===== src/rtl/ersv_pkg.sv =====
package ersv_pkg;
  localparam logic [7:0] CMD_ERASE   = 8'h20;
  localparam logic [7:0] CMD_EVERIFY = 8'hA0;
  localparam logic [7:0] CMD_READ    = 8'hFF;
  localparam logic [7:0] BLANK_BYTE  = 8'hFF;

  typedef enum logic [3:0] {
    S_IDLE, S_SETUP, S_CONFIRM, S_HOLD, S_VCMD,
    S_VREAD, S_CHECK, S_EXIT, S_DONE, S_FAIL
  } seqState_t;

  typedef struct packed {
    logic clrAll;
    logic incPulse;
    logic loadHold;
    logic decHold;
    logic incAddr;
  } dpCtl_t;
endpackage


===== src/rtl/ersv_datapath.sv =====
module ersv_datapath
  import ersv_pkg::*;
#(
  parameter int ADDR_W  = 4,
  parameter int CNT_W   = 8,
  parameter int PULSE_W = 6
) (
  input  logic               clk,
  input  logic               rst_n,
  input  dpCtl_t             ctl,
  input  logic [CNT_W-1:0]   pulseCycles,
  input  logic [PULSE_W-1:0] maxPulses,
  output logic [ADDR_W-1:0]  curAddr,
  output logic               holdZero,
  output logic               lastAddr,
  output logic               pulseLimit
);
  localparam logic [ADDR_W-1:0] ADDR_MAX = {ADDR_W{1'b1}};

  logic [PULSE_W-1:0] pulseCnt;
  logic [CNT_W-1:0]   holdCnt;

  always_ff @(posedge clk or negedge rst_n) begin
    if (!rst_n) begin
      curAddr  <= '0;
      pulseCnt <= '0;
      holdCnt  <= '0;
    end else begin
      if (ctl.clrAll) begin
        curAddr  <= '0;
        pulseCnt <= '0;
      end else begin
        if (ctl.incPulse) pulseCnt <= pulseCnt + PULSE_W'(1);
        if (ctl.incAddr)  curAddr  <= curAddr + ADDR_W'(1);
      end
      if (ctl.loadHold)     holdCnt <= pulseCycles;
      else if (ctl.decHold) holdCnt <= holdCnt - CNT_W'(1);
    end
  end

  assign holdZero   = (holdCnt == '0);
  assign lastAddr   = (curAddr == ADDR_MAX);
  assign pulseLimit = (pulseCnt >= maxPulses);

  AST_PULSE_CAP: assert property (@(posedge clk) disable iff (!rst_n)
    (ctl.incPulse && pulseCnt != '0) |-> (pulseCnt < maxPulses));
  AST_ADDR_STEP: assert property (@(posedge clk) disable iff (!rst_n)
    (!$past(ctl.clrAll) && curAddr != $past(curAddr)) |-> (curAddr == $past(curAddr) + ADDR_W'(1)));
  AST_HOLD_NO_WRAP: assert property (@(posedge clk) disable iff (!rst_n)
    ctl.decHold |-> !holdZero);
endmodule


===== src/rtl/ersv_ctrl.sv =====
module ersv_ctrl
  import ersv_pkg::*;
(
  input  logic       clk,
  input  logic       rst_n,
  input  logic       start,
  input  logic [7:0] busRdata,
  input  logic       holdZero,
  input  logic       lastAddr,
  input  logic       pulseLimit,
  output dpCtl_t     ctl,
  output logic       busWr,
  output logic       busRd,
  output logic [7:0] busWdata,
  output logic       done,
  output logic       fail
);
  seqState_t state, nextState;

  always_ff @(posedge clk or negedge rst_n) begin
    if (!rst_n) state <= S_IDLE;
    else        state <= nextState;
  end

  always_comb begin
    nextState = state;
    ctl       = '0;
    busWr     = 1'b0;
    busRd     = 1'b0;
    busWdata  = 8'h00;
    unique case (state)
      S_IDLE, S_DONE, S_FAIL: begin
        if (start) begin
          ctl.clrAll = 1'b1;
          nextState  = S_SETUP;
        end
      end
      S_SETUP: begin
        busWr     = 1'b1;
        busWdata  = CMD_ERASE;
        nextState = S_CONFIRM;
      end
      S_CONFIRM: begin
        busWr        = 1'b1;
        busWdata     = CMD_ERASE;
        ctl.incPulse = 1'b1;
        ctl.loadHold = 1'b1;
        nextState    = S_HOLD;
      end
      S_HOLD: begin
        if (holdZero) nextState   = S_VCMD;
        else          ctl.decHold = 1'b1;
      end
      S_VCMD: begin
        busWr     = 1'b1;
        busWdata  = CMD_EVERIFY;
        nextState = S_VREAD;
      end
      S_VREAD: begin
        busRd     = 1'b1;
        nextState = S_CHECK;
      end
      S_CHECK: begin
        if (busRdata == BLANK_BYTE) begin
          if (lastAddr) nextState = S_EXIT;
          else begin
            ctl.incAddr = 1'b1;
            nextState   = S_VCMD;
          end
        end else if (pulseLimit) nextState = S_FAIL;
        else                     nextState = S_SETUP;
      end
      S_EXIT: begin
        busWr     = 1'b1;
        busWdata  = CMD_READ;
        nextState = S_DONE;
      end
      default: nextState = S_IDLE;
    endcase
  end

  assign done = (state == S_DONE);
  assign fail = (state == S_FAIL);

  AST_NO_BUS_CLASH: assert property (@(posedge clk) disable iff (!rst_n)
    !(busWr && busRd));
  AST_STATUS_EXCL: assert property (@(posedge clk) disable iff (!rst_n)
    !(done && fail));
  AST_READ_AFTER_VERIFY: assert property (@(posedge clk) disable iff (!rst_n)
    busRd |-> ($past(busWr) && $past(busWdata) == CMD_EVERIFY));
  AST_FAIL_QUIET: assert property (@(posedge clk) disable iff (!rst_n)
    fail |-> (!busWr && !busRd));
  AST_DONE_AFTER_READCMD: assert property (@(posedge clk) disable iff (!rst_n)
    $rose(done) |-> ($past(busWr) && $past(busWdata) == CMD_READ));
endmodule


===== src/rtl/erase_verify_seq.sv =====
module erase_verify_seq
  import ersv_pkg::*;
#(
  parameter int ADDR_W  = 4,
  parameter int CNT_W   = 8,
  parameter int PULSE_W = 6
) (
  input  logic               clk,
  input  logic               rst_n,
  input  logic               start,
  input  logic [CNT_W-1:0]   pulseCycles,
  input  logic [PULSE_W-1:0] maxPulses,
  output logic               busWr,
  output logic               busRd,
  output logic [ADDR_W-1:0]  busAddr,
  output logic [7:0]         busWdata,
  input  logic [7:0]         busRdata,
  output logic               done,
  output logic               fail
);
  dpCtl_t ctl;
  logic   holdZero, lastAddr, pulseLimit;

  ersv_ctrl i_ctrl (
    .clk(clk), .rst_n(rst_n), .start(start), .busRdata(busRdata),
    .holdZero(holdZero), .lastAddr(lastAddr), .pulseLimit(pulseLimit),
    .ctl(ctl), .busWr(busWr), .busRd(busRd), .busWdata(busWdata),
    .done(done), .fail(fail)
  );

  ersv_datapath #(.ADDR_W(ADDR_W), .CNT_W(CNT_W), .PULSE_W(PULSE_W)) i_dp (
    .clk(clk), .rst_n(rst_n), .ctl(ctl), .pulseCycles(pulseCycles),
    .maxPulses(maxPulses), .curAddr(busAddr), .holdZero(holdZero),
    .lastAddr(lastAddr), .pulseLimit(pulseLimit)
  );
endmodule


===== config.mk =====
export PLATFORM = sky130hd
export DESIGN_NAME = erase_verify_seq
export DESIGN_NICKNAME = d
export VERILOG_FILES = /design/src/rtl/ersv_pkg.sv /design/src/rtl/ersv_datapath.sv /design/src/rtl/ersv_ctrl.sv /design/src/rtl/erase_verify_seq.sv
export SDC_FILE = /design/constraint.sdc
export NUM_CORES = 1
export LEC_CHECK = 0
export ABC_CLOCK_PERIOD_IN_PS = 2800
export BUFFER_PORTS_ARGS = -buffer_cell sky130_fd_sc_hd__buf_4
export CORE_MARGIN = 3
export CORE_UTILIZATION = 52
export DETAILED_ROUTE_END_ITERATION = 7
export HOLD_SLACK_MARGIN = 0.1
export MAX_ROUTING_LAYER = met4
export PLACE_DENSITY = 0.9
export SETUP_SLACK_MARGIN = 0.02
export SYNTH_ARGS = -nofsm -noshare
export SYNTH_HDL_FRONTEND = slang
export SYNTH_SLANG_ARGS = --single-unit

===== constraint.sdc =====
create_clock -name clk -period 2.8 [get_ports clk]
set_input_delay 0.42 -clock clk [delete_from_list [all_inputs] [get_ports clk]]
set_output_delay 0.42 -clock clk [all_outputs]
set_load 0.02 [all_outputs]

==> impl_metrics.json <==
{
  "fp.dieH_um": 60.3,
  "synthFlopType": "dfrtp_1",
  "synthCells": 183,
  "pwr-share-seq_pct": 37.1,
  "crit_type": "flop to output port",
  "switching_share_pct": 44.6,
  "yosysSeqAreaShare_pct": 35.9,
  "netSwitchingPower_w": 0.000698,
  "cts_num_sinks": 22,
  "antenna_found_initial": 0,
  "port_buffers": 40,
  "insertedDiodeCount": 0,
  "maxClockFrequency_mhz": 458,
  "instances_no_fill": 248,
  "leakagePower_nw": 0.899,
  "syn-num-nets": 218,
  "place_area_mm2": 0.00182,
  "worst_slew_pin_slew_ns": 0.645,
  "grt_pass1_vias": 1299,
  "cts.path.max_buffers": 2,
  "htreeDepth": 1,
  "drt-vias-per-instance": 5.58,
  "cts-buffers-inserted": 3,
  "ant_nets": 0,
  "fp.dieArea_mm2": 0.00363,
  "p_int_w": 0.000868,
  "status": "completed",
  "setup_viol": 0,
  "final.setup_skew_ns": 0.00301,
  "fin_area_mm2": 0.00186,
  "clkTransAtPathRegs_ns": 0.13,
  "vias": 1384,
  "cp.arrival_ns": 1.76,
  "finalCriticalPeriod_ns": 2.18,
  "synth_warnings": 0,
  "overflow": 0,
  "dr.first_iter.drc_count": 78,
  "clock_latency_ns": 0.32,
  "ys_types": 36,
  "dp_cells": 243,
  "ys_ff_latch": 22,
  "gp_congestion": 0.842,
  "synthesis.area_mm2": 0.00153,
  "tns_ns": 0,
  "num_rows": 19,
  "start_util_pct": 55.1,
  "p_clk_share_pct": 11.8,
  "nets": 253,
  "layout-drive-gt1-share_pct": 23.0,
  "syn_to_final_growth_pct": 21.7,
  "rsz0062_at_grt": "false",
  "syn_avg_cell_area_um2": 8.37,
  "cts-root-buf": "clkbuf_4",
  "coreArea_mm2": 0.00278,
  "die_w_um": 60.3,
  "power.density_mw_per_mm2": 840,
  "utilization_pct": 67.0,
  "p_total_w": 0.00157,
  "cts-resized-gates": 0,
  "grt_usage_pct": 21.3,
  "critPathCaptureType": "output port",
  "final_max_slew_viol_count": 0,
  "avgRoutedWirePerCell_um": 14.0,
  "routed_wl_um": 3480,
  "crit_fanout": 14,
  "worstSetupStartpointType": "flop",
  "power_frac_comb_pct": 51.1,
  "maxSlewHeadroom_pct": 56.4,
  "cap_violations": 0,
  "postCtsSetupBuffers": 0,
  "drtPass1Iterations": 4,
  "hold_viol": 0,
  "synthArstFlopShare_pct": 100,
  "required_ns": 2.38,
  "grt_pass1_wl_um": 5710,
  "irDropWorstVdd_mv": 0.779,
  "cts_tree": "yes",
  "hold_path.class": "primary input to flop",
  "grt_max_degree": 23,
  "hpwl_um": 2570,
  "drc_errors": 0,
  "synth_edf_count": 0,
  "period_share_pct": 78.0,
  "pin_count": 41,
  "hold_buffers": 1
}
-- stage by stage --
step                      setup WS (ns)  hold WS, ns
final                             0.616        0.291
after global routing              0.473        0.308
after CTS                         0.625        0.290
after detailed placement          0.720        0.331
after global placement            0.794        0.323
after floorplan                   0.746        0.124
-- sequential cells by signal, summed over array words and instances (netlist names) --
register / count
i_dp.curAddr: 4
i_dp.holdCnt: 8
i_ctrl.state: 4
i_dp.pulseCnt: 6
-- power by group through the flow --
stage	Combinational [W]	Sequential (W)	Clock (W)
CTS	0.000804	0.000577	0.000188
global placement	0.000776	0.000576	0
global route	0.000902	0.000604	0.000198
finish	0.000801	0.000580	0.000184
floorplan	0.000639	0.000511	0
detailed placement	0.000794	0.000584	0
-- cell usage after synthesis (6+ instances only) --
cell type | number | area (um2)
dfrtp_1 | 22 | 551
nor2_1 | 23 | 86.3
inv_1 | 10 | 37.5
o21ai_0 | 11 | 55.1
clkbuf_1 | 8 | 30.0
nor3_1 | 6 | 30.0
nand2_1 | 18 | 67.6
a21oi_1 | 14 | 70.1
xor2_1 | 6 | 52.6
ha_1 | 10 | 125
-- final cells by class --
type,instances,area [um2]
Fill cell,218,917
Multi-Input combinational cell,138,876
Sequential cell,22,551
Timing Repair Buffer,43,325
Tap cell,31,38.8
Inverter,10,37.5
Clock buffer,4,36.3
-- per-layer routing --
layer / GRT usage (%) / vias up / wire length (um)
li1: - / 704 / -
met1: 25.8 / 629 / 1500
met2: 35.3 / 47 / 1740
met3: 5.40 / 4 / 200
met4: 5.06 / 0 / 35
met5: - / - / 0
-- cells in the final DEF (no fill, tap or decap), types with 2 or more instances in the layout --
cell       netlist  final
buf_4            5     42
nor2_1          23     23
dfrtp_1         22     22
nand2_1         18     18
a21oi_1         14     14
o21ai_0         11     11
inv_1           10     10
ha_1            10     10
nor3_1           6      6
xor2_1           6      6
nand2b_1         5      5
or3_1            5      5
nand4_1          5      5
xnor2_1          3      3
and3_1           3      3
nand3_1          3      3
mux2i_1          3      3
clkbuf_4         0      3
nor4b_1          2      2
nand4bb_1        2      2
mux2_2           2      2
or4_1            2      2
nand4b_1         2      2
-- worst max-delay path, cell delays in order, from the launching register on --
cell and delay, ns:
dfrtp_1 0.55, nand2b_1 0.28, nor2_1 0.39, buf_4 0.23
-- kinds of logic after synthesis --
| logic type | share of synthesized area (%) |
|---|---|
| and+or+nand+nor | 27.9 |
| AOI/OAI and AO/OA | 12.5 |
| buffers and inverters | 6.86 |
| DFF | 35.9 |
| adders and majority gates | 8.17 |
| xor gates and xnor gates | 5.15 |
| muxes | 3.43 |
-- worst paths after layout --
check	from	to	slack, ns	depth (start not counted)
max	i_ctrl.state[3]	busWdata[0]	0.62	3
min	pulseCycles[3]	i_dp.holdCnt[3]	0.29	3
max reg2reg	i_ctrl.state[3]	i_dp.curAddr[3]	0.68	4
min reg2reg	i_dp.pulseCnt[5]	i_dp.pulseCnt[5]	0.56	2
max in group asynchronous	rst_n	i_dp.pulseCnt[3]	2.06	2
min in group asynchronous	rst_n	i_dp.holdCnt[7]	0.51	2
No activity file was read; power rests on OpenSTA's default activity.
